File: src/rtl/fdcrc_pkg.sv
package fdcrc_pkg;
  localparam int NKIND = 3;
  localparam int MAXW  = 21;
  localparam int LENW  = $clog2(MAXW + 1);
  localparam int DLCW  = 4;
  localparam int BYTW  = 7;

  // kind 0: classic 15-bit, kind 1: 17-bit, kind 2: 21-bit
  localparam int unsigned   KW     [NKIND] = '{15, 17, 21};
  localparam logic [MAXW-1:0] KPOLY [NKIND] = '{21'h004599, 21'h01685B, 21'h102899};
  localparam bit            KSTUFF [NKIND] = '{1'b0, 1'b1, 1'b1};

  // highest length code that still uses the shorter flexible checksum (16 bytes)
  localparam logic [DLCW-1:0] DLC_SHORT_MAX = 4'd10;

  typedef logic [1:0] kind_t;

  function automatic logic [BYTW-1:0] dlc_bytes(input logic fd, input logic [DLCW-1:0] dlc);
    logic [BYTW-1:0] b;
    if (dlc <= 4'd8) b = BYTW'(dlc);
    else if (!fd)    b = 7'd8;
    else begin
      case (dlc)
        4'd9:    b = 7'd12;
        4'd10:   b = 7'd16;
        4'd11:   b = 7'd20;
        4'd12:   b = 7'd24;
        4'd13:   b = 7'd32;
        4'd14:   b = 7'd48;
        default: b = 7'd64;
      endcase
    end
    return b;
  endfunction
endpackage

File: src/rtl/fdcrc_lfsr.sv
module fdcrc_lfsr #(
  parameter int unsigned W = 15,
  parameter logic [fdcrc_pkg::MAXW-1:0] POLY_FULL = 21'h004599,
  parameter bit USE_STUFF = 1'b0
) (
  input  logic         clk,
  input  logic         rst_n,
  input  logic         clr,
  input  logic         step,
  input  logic         din,
  input  logic         stuff,
  output logic [W-1:0] q
);
  localparam logic [W-1:0] POLY = POLY_FULL[W-1:0];

  logic [W-1:0] base;
  logic [W-1:0] nxt;
  logic         take;
  logic         fbk;

  always_comb begin
    base = clr ? '0 : q;
    take = step && (USE_STUFF || !stuff);
    fbk  = din ^ base[W-1];
    nxt  = base;
    if (take) nxt = {base[W-2:0], 1'b0} ^ (fbk ? POLY : '0);
  end

  always_ff @(posedge clk or negedge rst_n) begin
    if (!rst_n) q <= '0;
    else        q <= nxt;
  end
endmodule

File: src/rtl/fdcrc_select.sv
module fdcrc_select
  import fdcrc_pkg::*;
(
  input  logic                         clk,
  input  logic                         rst_n,
  input  logic                         clr,
  input  logic                         load,
  input  logic                         fd,
  input  logic [DLCW-1:0]              dlc,
  input  logic [NKIND-1:0][MAXW-1:0]   regs,
  output logic [MAXW-1:0]              value,
  output logic [LENW-1:0]              len,
  output logic                         done,
  output logic [BYTW-1:0]              bytes
);
  logic            fd_q;
  logic [DLCW-1:0] dlc_q;
  kind_t           kind;

  always_ff @(posedge clk or negedge rst_n) begin
    if (!rst_n) begin
      fd_q <= 1'b0; dlc_q <= '0; done <= 1'b0;
    end else if (clr) begin
      fd_q <= 1'b0; dlc_q <= '0; done <= 1'b0;
    end else if (load) begin
      fd_q <= fd; dlc_q <= dlc; done <= 1'b1;
    end
  end

  always_comb begin
    if (!done || !fd_q)             kind = 2'd0;
    else if (dlc_q <= DLC_SHORT_MAX) kind = 2'd1;
    else                             kind = 2'd2;
    value = regs[0];
    len   = LENW'(KW[0]);
    for (int k = 0; k < NKIND; k++) begin
      if (kind == kind_t'(k)) begin
        value = regs[k];
        len   = LENW'(KW[k]);
      end
    end
    bytes = done ? dlc_bytes(fd_q, dlc_q) : '0;
  end
endmodule

File: src/rtl/fdcrc_rxcmp.sv
module fdcrc_rxcmp
  import fdcrc_pkg::*;
(
  input  logic            clk,
  input  logic            rst_n,
  input  logic            clr,
  input  logic            bit_en,
  input  logic            din,
  input  logic [MAXW-1:0] ref_value,
  input  logic [LENW-1:0] len,
  output logic            done,
  output logic            match
);
  logic [LENW-1:0] cnt;
  logic [LENW-1:0] pos;
  logic            err;
  logic            diff;
  logic            active;
  logic            last;

  always_comb begin
    pos    = len - LENW'(1) - cnt;
    diff   = din ^ ref_value[pos];
    active = bit_en && (cnt < len);
    last   = active && (cnt == len - LENW'(1));
  end

  always_ff @(posedge clk or negedge rst_n) begin
    if (!rst_n) begin
      cnt <= '0; err <= 1'b0; done <= 1'b0; match <= 1'b0;
    end else if (clr) begin
      cnt <= '0; err <= 1'b0; done <= 1'b0; match <= 1'b0;
    end else begin
      done <= last;
      if (active) begin
        cnt <= cnt + LENW'(1);
        err <= err | diff;
      end
      if (last) match <= !(err | diff);
    end
  end
endmodule

File: src/rtl/fdcrc_unit.sv
module fdcrc_unit
  import fdcrc_pkg::*;
(
  input  logic            clk,
  input  logic            rst_n,
  input  logic            sof,
  input  logic            sel_valid,
  input  logic            sel_fd,
  input  logic [DLCW-1:0] sel_dlc,
  input  logic            in_valid,
  output logic            in_ready,
  input  logic            in_bit,
  input  logic            in_stuff,
  input  logic            in_crc,
  output logic [MAXW-1:0] crc_value,
  output logic [LENW-1:0] crc_len,
  output logic            sel_done,
  output logic [BYTW-1:0] payload_bytes,
  output logic            chk_done,
  output logic            chk_match
);
  logic [NKIND-1:0][MAXW-1:0] regs;
  logic                       data_step;
  logic                       cmp_en;

  assign in_ready  = 1'b1;
  assign data_step = in_valid && !in_crc;
  assign cmp_en    = in_valid && in_crc && !in_stuff;

  for (genvar k = 0; k < NKIND; k++) begin : g_crc
    logic [KW[k]-1:0] q;
    fdcrc_lfsr #(
      .W(KW[k]), .POLY_FULL(KPOLY[k]), .USE_STUFF(KSTUFF[k])
    ) u_lfsr (
      .clk(clk), .rst_n(rst_n), .clr(sof), .step(data_step),
      .din(in_bit), .stuff(in_stuff), .q(q)
    );
    assign regs[k] = MAXW'(q);
  end

  fdcrc_select u_sel (
    .clk(clk), .rst_n(rst_n), .clr(sof), .load(sel_valid && !sof),
    .fd(sel_fd), .dlc(sel_dlc), .regs(regs),
    .value(crc_value), .len(crc_len), .done(sel_done), .bytes(payload_bytes)
  );

  fdcrc_rxcmp u_cmp (
    .clk(clk), .rst_n(rst_n), .clr(sof), .bit_en(cmp_en), .din(in_bit),
    .ref_value(crc_value), .len(crc_len), .done(chk_done), .match(chk_match)
  );
endmodule

File: config.mk
export PLATFORM = sky130hd
export DESIGN_NAME = fdcrc_unit
export DESIGN_NICKNAME = d
export VERILOG_FILES = /design/src/rtl/fdcrc_pkg.sv /design/src/rtl/fdcrc_lfsr.sv /design/src/rtl/fdcrc_select.sv /design/src/rtl/fdcrc_rxcmp.sv /design/src/rtl/fdcrc_unit.sv
export SDC_FILE = /design/constraint.sdc
export NUM_CORES = 1
export LEC_CHECK = 0
export BUFFER_PORTS_ARGS = -buffer_cell sky130_fd_sc_hd__buf_2
export CAP_MARGIN = 10
export CORE_UTILIZATION = 53
export DETAILED_ROUTE_END_ITERATION = 7
export GPL_TIMING_DRIVEN = 0
export PLACE_DENSITY_LB_ADDON = 0.12
export SLEW_MARGIN = 10
export SYNTH_ARGS = -nofsm -noshare
export SYNTH_HDL_FRONTEND = slang
export SYNTH_SLANG_ARGS = --single-unit
File: constraint.sdc
create_clock -name clk -period 3.2 [get_ports clk]
set_clock_uncertainty 0.05 [all_clocks]
set_input_delay 0 -clock clk [delete_from_list [all_inputs] [get_ports clk]]
set_output_delay 0 -clock clk [all_outputs]
set_load 0.05 [all_outputs]
## Yosys cells after proc, flatten, opt, wreduce, memory -nomap -nowiden

Cells that the tools add are included.

- Bits in latches: 0
- Bits in writable memories: 0
- Input port bits: 13
- Memories kept: 0
- Bits in read-only memories: 0
- Output and inout port bits: 37
- Word-level logic and storage cells: 85
- Register bits: 67

- Divide/modulo/power cells: 0
- Equal/unequal tests: 9
- Bitwise logic cells: 8
- Multiplexer cells: 34
- $lt $le $gt $ge: 4
- $mul: 0
- Shift-type cells: 0
- $add $sub $neg: 3
- Reductions and logical operators: 17

Operator list:

| kind | count |
|---|---|
| $mux 21 | 4 |
| $mux 17 | 4 |
| $mux 15 | 3 |
| $pmux 7 s6 | 1 |
| $eq 4x4->1 const B | 6 |
| $mux 7 | 3 |
| $xor 21x21->21 | 1 |
| $mux 5 | 4 |
| $xor 17x17->17 | 1 |
| $xor 15x15->15 | 1 |
| $mux 1 | 10 |
| $le 4x4->1 const B | 2 |
| $mux 4 | 2 |
| $logic_and 1x1->1 | 7 |
| $logic_not 1->1 | 6 |
| $lt 5x6->1 const B | 1 |
| $reduce_bool 2->1 | 3 |
| $add 5x1->5 const B | 1 |
| $bmux 1 s5 | 1 |
| $eq 5x5->1 | 1 |
| $lt 5x5->1 | 1 |
| $sub 5x1->5 const B | 1 |
| $sub 5x5->5 | 1 |
| $mux 2 | 2 |
| 5 further kinds | 8 |

## Depth between registers and ports, before layout

Gate-level depths: netlist of run 1.

- Depth after elaboration: 15
- Gate-level depth with buffers: 14
- Gate-level depth less buffers: 11

## By module

Synthesis of run 1 repeated with hierarchy kept, for this count alone.

- Cell total of the unflattened synthesis: 453
- Area total of the unflattened synthesis: 4426.7 sq um

By module, submodules not included:

| module | sequential area each (sq um) | times used | cells an instance | area each (sq um) |
|---|---|---|---|---|
| fdcrc_lfsr (g_crc[2].u_lfsr) | 525.5 | 1 | 89 | 963.4 |
| fdcrc_rxcmp | 200.2 | 1 | 96 | 934.6 |
| fdcrc_lfsr (g_crc[0].u_lfsr) | 375.4 | 1 | 86 | 853.3 |
| fdcrc_lfsr (g_crc[1].u_lfsr) | 425.4 | 1 | 81 | 823.3 |
| fdcrc_select | 150.1 | 1 | 95 | 812.0 |
| fdcrc_unit | 0.0 | 1 | 6 | 40.0 |

## Least setup slack after synthesis of run 1

OpenSTA, ideal clock, no wires.

- Kind: register to register
- Start: register u_sel.done
- End: register u_cmp.match
- Path slack: -865 ps
- Arrival: 3889 ps
- Data required time: 3024 ps
- Stages on the path, launching flop included: 13
- Buffers on the path: 2
- Library setup time: 126 ps
- Period minus slack after synthesis: 4065 ps
- Cell sequence: dfrtp_1 -> and2_1 -> inv_2 -> buf_6 -> clkbuf_1 -> fa_1 -> xnor2_2 -> xnor2_1 -> a2111oi_2 -> a311o_2 -> o22ai_1 -> or3_1 -> a221o_1

- Word-level cells in the longest chain between the ends: 15
- Elaborated cells on any way between the ends: 23
- Those cells by class: add/sub (2); order compare (1); eq/ne (3); mux (9); bitwise (2); reduce/logical (6)

RTL lines:

| item | RTL line | text |
|---|---|---|
| start, declared | fdcrc_select.sv:13 | `output logic done,` |
| start signal, assigned | fdcrc_select.sv:22 | `fd_q <= 1'b0; dlc_q <= '0; done <= 1'b0;` |
| start signal, assigned | fdcrc_select.sv:24 | `fd_q <= 1'b0; dlc_q <= '0; done <= 1'b0;` |
| start signal, assigned | fdcrc_select.sv:26 | `fd_q <= fd; dlc_q <= dlc; done <= 1'b1;` |
| $logic_not 1->1 * | fdcrc_select.sv:31 | `if (!done \|\| !fd_q) kind = 2'd0;` |
| $logic_or 1x1->1 * | fdcrc_select.sv:31 |  |
| $mux 2 * | fdcrc_select.sv:31 |  |
| $eq 2x1->1 | fdcrc_select.sv:37 | `if (kind == kind_t'(k)) begin` |
| $mux 5 | fdcrc_select.sv:37 |  |
| $mux 5 * | fdcrc_select.sv:37 |  |
| net crc_len[1] | fdcrc_unit.sv:16 | `output logic [LENW-1:0] crc_len,` |
| $sub 5x1->5 | fdcrc_rxcmp.sv:22, fdcrc_rxcmp.sv:25 |  |
| $sub 5x5->5 | fdcrc_rxcmp.sv:22 | `pos = len - LENW'(1) - cnt;` |
| $bmux 1 s5 | fdcrc_rxcmp.sv:23 | `diff = din ^ ref_value[pos];` |
| $mux 1 (implied by the code) | fdcrc_rxcmp.sv:23 |  |
| $xor 1x1->1 | fdcrc_rxcmp.sv:23 |  |
| $or 1x1->1 | fdcrc_rxcmp.sv:39 | `if (last) match <= !(err \| diff);` |
| $logic_not 1->1 | fdcrc_rxcmp.sv:39 |  |
| $mux 1 | fdcrc_rxcmp.sv:39 |  |
| $mux 1 | fdcrc_rxcmp.sv:31 | `end else if (clr) begin` |
| end signal, assigned | fdcrc_rxcmp.sv:39 |  |
| end, declared | fdcrc_rxcmp.sv:12 | `output logic match` |

The timed path passes the listed nets; every way through them passes the cells marked *. The select of a mux whose other input is x is not followed.
A chain may end at the register's enable or synchronous reset.

## Worst setup path in the final report of run 1

- Start: register u_sel.done
- End: register u_cmp.match

- Word-level cells in the longest chain between the ends: 15
- Elaborated cells on any way between the ends: 23
- Those cells by class: add/sub (2); order compare (1); eq/ne (3); mux (9); bitwise (2); reduce/logical (6)

RTL lines:

| item | RTL line |
|---|---|
| $logic_not 1->1 * | fdcrc_select.sv:31 |
| $logic_or 1x1->1 * | fdcrc_select.sv:31 |
| $mux 2 * | fdcrc_select.sv:31 |
| $eq 2x1->1 | fdcrc_select.sv:37 |
| $mux 5 (2 in series) | fdcrc_select.sv:37 |
| $sub 5x1->5 | fdcrc_rxcmp.sv:22, fdcrc_rxcmp.sv:25 |
| $sub 5x5->5 | fdcrc_rxcmp.sv:22 |
| $bmux 1 s5 | fdcrc_rxcmp.sv:23 |
| $mux 1 (implied by the code) | fdcrc_rxcmp.sv:23 |
| $xor 1x1->1 | fdcrc_rxcmp.sv:23 |
| $or 1x1->1 | fdcrc_rxcmp.sv:39 |
| $logic_not 1->1 | fdcrc_rxcmp.sv:39 |
| $mux 1 | fdcrc_rxcmp.sv:39 |
| $mux 1 | fdcrc_rxcmp.sv:31 |

Every way passes the cells marked *; elsewhere a longest branch is shown, timed or not. The select of a mux whose other input is x is not followed.

==> qor.yml, run 1 <==
status: "completed"
yosys-top-cells-area: "dfrtp_1, nand2_1, a21oi_1"
whs_path_depth: 3
synth_commonest_cells: "nand2_1, dfrtp_1, a21oi_1, nor2_1, clkbuf_1"
fin_crit_sh_pct: 98.54
drc: 0
yosysTopAreaCell: "dfrtp_1"
grt_pass1_wl_um: 20890
synthCells: 506
async_flop_share_pct: 100.0
clockPowerShare_pct: 37.0
finalPower_mw: 2.143
pwr_density_cell_nw_per_um2: 404.0
clock_path_buffers: 2
area_delta_synth_final_pct: 21.70
rows: 32
cp_data_arrival_time_ns: 3.35
p_leak_nw: 2.354
wl_um: 13600
fillers: 657
die_area_um2: 8591
vias: 4342
nNetsFinal: 600
gr-total-overflow: 0
multi_input_area_um2: 2562
clock-sinks: 67
worstSetupStartpointType: "register"
drt_pre_antenna_iters: 5
cp_top_family: "simple AND/OR/NAND/NOR gates"
root_buffer: "clkbuf_8"
detail_route.wl_per_cell_um: 19.82
ant_nets: 0
crit_fanout: 12
end_kind: "register"
path_depth: 10
grt_pass1_vias: 4001
antenna_found_initial: 0
cts_buffers: 9
initial_utilization_pct: 55.55
cap_violations: 0
cpPeakStageDelay_ns: 0.41
yosys_register_bits: 67
grt_usage_pct: 31.77
min_period_ns: 3.153
power.switching_mw: 0.6727
synth-edff-count: 0
hold_class: "input port to register"
ys.warnings.count: 0
clk_pin_slew_worst_paths_ns: 0.08
peakVddDrop_uv: 378.6
cp_cell_sequence: "and2_4 -> buf_4 -> buf_6 -> ha_2 -> and3_1 -> a221o_2 -> nor4b_4 -> a21oi_2 -> or3_4 -> a221o_1"
portBuffers: 45
worst_slack_ns: 0.04684
cp_slowest_cell: "dfrtp_2"
synthFlopType: "dfrtp_1"
fmax_ghz: 0.3171
synth-seq-area-share_pct: 38.46
setup_viol: 0
cts_tree: "built"
r2r_cells: 10
fp.coreArea_um2: 7848
diodes: 0
first_iter_violations: 377
drive_above_1_share_pct: 21.58
hpwl_um: 9470
grt_max_degree: 44
fin_setup_tns_ns: 0
comb_power_share_pct: 20.2
maxSlewHeadroom_pct: 53.63
die_h_um: 92.69
slew_violations: 0
yosysMostFrequentCell: "nand2_1"
p_int_mw: 1.470
yosysUniqueCellTypes: 64
swShare_pct: 31.39
seq_area_um2: 1678
syn_area_per_cell_um2: 8.615
hold_viol_final: 0
pin_count: 50
clock_latency_ns: 0.36
vias_per_cell: 6.329
die_w_um: 92.69
gp_congestion: 0.9256
synth_top_area_share_pct: 38.46
worst_pin_slew_ns: 0.6941
crit_buf_inv: 2
seq_power_share_pct: 42.7
cp.required_ns: 3.39
cts-htree-levels: 3
netlist_area_um2: 4359
dpl_worst_slack_ns: -0.1566
critPathKind: "register to register"
==> kinds of logic (layout without fill, tap and decap cells) <==
group / Yosys count / after routing / share of synthesized area (%)
simple gates: 181 / 181 / 19.26
compound gates: 145 / 145 / 22.04
flops: 67 / 67 / 38.46
buf+inv: 56 / 133 / 6.114
xor+xnor: 29 / 29 / 6.430
mux: 17 / 17 / 4.678
fa+ha+maj: 10 / 10 / 2.928
other cells: 1 / 2 / 0.08603
==> sequential cells by signal, indices dropped and copies added (netlist names) <==
signal          flops
u_sel.done          1
u_cmp.match         1
u_cmp.cnt           5
g_crc.u_lfsr.q     53
u_sel.fd_q          1
u_sel.dlc_q         4
u_cmp.err           1
u_cmp.done          1
==> final timing paths <==
path / slack, ns / start / endpoint
max: 0.05 / u_sel.done / u_cmp.match
min: 0.004 / sel_valid / u_sel.done
max reg2reg: 0.05 / u_sel.done / u_cmp.match
min reg2reg: 0.49 / g_crc[1].u_lfsr.q[7] / g_crc[1].u_lfsr.q[8]
max in group asynchronous: 2.51 / rst_n / g_crc[2].u_lfsr.q[13]
min in group asynchronous: 0.04 / rst_n / u_cmp.cnt[2]
==> per-layer routing <==
| layer | part of all wire, % | vias up | track usage, % |
|---|---|---|---|
| met5 | 0 | - | 0 |
| met2 | 47 | 252 | 49.69 |
| li1 | - | 1941 | - |
| met3 | 7.9 | 50 | 5.665 |
| met1 | 42 | 2099 | 43.86 |
| met4 | 2.9 | 0 | 12.44 |
==> cell usage in the layout (no fill, tap or decap), drive strengths merged, types with 4 or more instances in the layout <==
| cell type | netlist | layout |
|---|---|---|
| o21ai | 16 | 16 |
| o22ai | 22 | 22 |
| xor2 | 20 | 20 |
| a21oi | 52 | 52 |
| nor2b | 23 | 23 |
| and3 | 4 | 4 |
| xnor2 | 9 | 9 |
| a22oi | 20 | 20 |
| dfrtp | 67 | 67 |
| nand4 | 6 | 6 |
| nand3 | 14 | 14 |
| nand2 | 85 | 85 |
| and2 | 4 | 4 |
| mux2i | 14 | 14 |
| dlygate4sd3 | 0 | 6 |
| ha | 7 | 7 |
| nor2 | 34 | 34 |
| inv | 10 | 10 |
| buf | 19 | 75 |
| clkbuf | 27 | 36 |
| a31oi | 8 | 8 |
==> worst reg2reg max path: cells and delay by family, from the launching register on <==
family                     cells  cell delay [ns]
DFF                            1             0.41
and+or+nand+nor                4             1.09
adders and majority gates      1             0.35
buffers and inverters          2             0.35
AOI/OAI and AO/OA              3             0.79
==> per-stage QoR <==
| stage | util, % | hold slack [ns] | cells | instance area (µm²) |
|---|---|---|---|---|
| 4_1_cts | 65.72 | 0.009203 | 679 | 5157 |
| 5_1_grt | 67.60 | 0.06283 | 686 | 5305 |
| 3_5_place_dp | 61.69 | -0.1172 | 655 | 4841 |
| 2_1_floorplan | - | -0.3456 | 507 | 4458 |
| 6_report | 67.60 | 0.004253 | 686 | 5305 |
| 3_3_place_gp | 61.30 | 0.2006 | 654 | 4811 |
==> area by class of cell <==
| class | count | area share (%) |
|---|---|---|
| multi-input cells | 384 | 48.30 |
| flip-flops and latches | 67 | 31.63 |
| repair buffers | 63 | 7.901 |
| plain buffers | 44 | 4.858 |
| clock buffers | 10 | 2.406 |
| well taps | 102 | 2.406 |
| clock inverters | 6 | 1.698 |
| inverters | 10 | 0.8019 |
==> what timing repair did <==
action / CTS / global route
resized for setup: 7 / 18
hold buffers: 6 / 0
setup buffers: 3 / 7
cloned: 0 / 1
endpoints found under the hold margin: 72 / 0
endpoints found under the setup margin: 3 / 2
pin swaps: 2 / 8
==> power by group through the flow <==
stage               Sequential (mW)  Combinational [mW]  Clock, mW
global placement              0.932               0.387          0
finish                        0.916               0.433      0.794
global route                  0.918               0.463      0.835
CTS                           0.914               0.415      0.801
detailed placement            0.932               0.401          0
floorplan                     0.922               0.288          0
No activity file was read; power rests on OpenSTA's default activity.
==> run 2: changes to the inputs <==
Settings changed: ABC_AREA from default to 1, GPL_ROUTABILITY_DRIVEN from default to 0.
==> qor.yml, run 2 <==
die_area_um2: 8541
yosys_register_bits: 67
area_delta_synth_final_pct: 16.49
vias_per_cell: 5.445
largest_register: "g_crc.u_lfsr.q"
detail_route.wl_per_cell_um: 15.60
synth-seq-area-share_pct: 38.69
pin_count: 50
synth_top_area_share_pct: 38.69
hold_viol_final: 0
gr-total-overflow: 0
ys.warnings.count: 0
cts-htree-levels: 3
nNetsFinal: 719
grt_pass1_vias: 4202
fmax_ghz: 0.3330
drive_above_1_share_pct: 13.41
slew_violations: 0
final_cell_mix: "nand2_1, inv_1, nor2_1"
p_leak_nw: 2.682
status: "completed"
setup_viol: 0
yosysMostFrequentCell: "nand2_1"
initial_utilization_pct: 55.50
fin_setup_tns_ns: 0
async_flop_share_pct: 100.0
hold_class: "input port to asynchronous set/reset pin"
synth_commonest_cells: "nand2_1, inv_1, nor2_1, dfrtp_1, nand3_1"
synthFlopType: "dfrtp_1"
end_kind: "register"
final_common_cell: "nand2_1"
die_h_um: 92.42
worst_pin_slew_ns: 0.8417
portBuffers: 47
synthCells: 625
fin_cells: 803
diodes: 0
antenna_found_initial: 0
hpwl_um: 8931
postCtsSetupBuffers: 0
crit_fanout: 15
drc: 0
syn_area_per_cell_um2: 6.933
worstSetupStartpointType: "register"
first_iter_violations: 371
cap_violations: 0
die_w_um: 92.42
cp.required_ns: 3.40
reg_top3: "g_crc.u_lfsr.q: 53 flops, u_cmp.cnt: 5 flops, u_sel.dlc_q: 4 flops"
clock_path_buffers: 2
yosysTopAreaCell: "dfrtp_1"
grt_pass1_wl_um: 20180
fp.coreArea_um2: 7807
cp_data_arrival_time_ns: 3.20
cts_tree: "built"
vias: 4372
cts_buffers: 9
ant_nets: 0
clk_pin_slew_worst_paths_ns: 0.07
finalCoreUtilization_pct: 64.65
drt_pre_antenna_iters: 5
root_buffer: "clkbuf_8"
yosys-top-cells-area: "dfrtp_1, nand2_1, inv_1"
min_period_ns: 3.003
synth-edff-count: 0
wl_um: 12520
grt_usage_pct: 30.98
peakVddDrop_uv: 204.9
pwr_density_cell_nw_per_um2: 393.9
rsz0062_at_grt: "no"
yosysUniqueCellTypes: 39
fillers: 738
clock-sinks: 67
netlist_area_um2: 4333
dp_cells: 776
grt_max_degree: 52
clock_latency_ns: 0.35
maxSlewHeadroom_pct: 43.70
rows: 32
fin_crit_sh_pct: 93.86
critPathKind: "register to register"
largest_reg_flops: 53
-- run 2: cell count changes in the layout (fill, tap and decap cells not counted), sizes merged, moves of 21 or more --
cell / previous run / this run
nor2b: 23 / 0
inv: 10 / 91
a21oi: 52 / 5
o21ai: 16 / 43
nand3: 14 / 52
nand2: 85 / 195
nor2: 34 / 71
o22ai: 22 / 1
-- run 2: critical path: stages (launching register included) --
cell      delay, ns
dfrtp_1        0.42
nand2_1        0.11
buf_2          0.26
clkbuf_4       0.33
fa_1           0.57
nor2_1         0.32
nand2_1        0.09
nand2_1        0.08
nor2_1         0.04
nand2_1        0.06
nand3_1        0.14
nand2_1        0.10
nand2_1        0.06
nand3_2        0.07
nand3_2        0.08
nand2_1        0.06
nand2_1        0.05
-- run 2: power breakdown --
group | internal [mW] | switching, mW
logic | 0.107 | 0.281
registers | 0.882 | 0.0153
clock network | 0.370 | 0.332
total | 1.36 | 0.629
-- run 2: what timing repair did --
item | 4_1_cts | 5_1_grt
hold endpoints to repair | 75 | 0
hold buffers | 13 | 0
setup endpoints to repair | 0 | 1
resized for setup | 0 | 3
-- run 2: kinds of logic after synthesis --
kind of cell	after synthesis	synth area share, %
simple gates	354	36.33
buf+inv	120	11.29
flops	67	38.69
compound gates	57	7.479
xor+xnor	18	3.638
fa+ha+maj	8	2.483
other cells	1	0.08655
-- run 2: routing by layer --
layer | GRT usage (%) | wire, µm | up-vias
met1 | 40.80 | 5409 | 2063
met5 | 0 | 0 | -
met4 | 12.76 | 264 | 0
met3 | 4.680 | 955 | 27
met2 | 50.86 | 5893 | 188
li1 | - | - | 2094
-- run 2: final timing paths --
kind | start | endpoint | slack [ns] | cells after the start
min in group clk | in_bit | u_cmp.match | 0.04 | 4
worst min-delay path | rst_n | u_sel.fd_q | 0.01 | 2
worst max-delay path | u_sel.fd_q | u_cmp.err | 0.20 | 16
worst min register to register | u_cmp.err | u_cmp.err | 0.44 | 2
max in group asynchronous | rst_n | g_crc[2].u_lfsr.q[11] | 2.55 | 3
worst max register to register | u_sel.fd_q | u_cmp.err | 0.20 | 16
-- run 2: cell type report --
cell class | instances | area [µm²] | share of cell area, %
multi-input combinational | 439 | 2173 | 43.06
sequential | 67 | 1677 | 33.22
timing repair buffer | 61 | 395.4 | 7.833
inverter | 91 | 341.6 | 6.767
buffer | 29 | 151.4 | 3.000
clock buffer | 11 | 141.4 | 2.801
tap | 102 | 127.6 | 2.529
clock inverter | 3 | 40.04 | 0.7933
-- run 2: metrics by stage --
step                power, mW  area (µm²)  hold slack [ns]  setup WS [ns]
floorplan               1.166        4339          -0.3456        0.07007
global placement        1.271        4702           0.1867         0.2758
detailed placement      1.284        4732          -0.1562         0.2072
CTS                     1.988        5044          0.01733         0.1861
global route            2.069        5047          0.03329        0.03948
finish                  1.988        5047          0.01078         0.1966
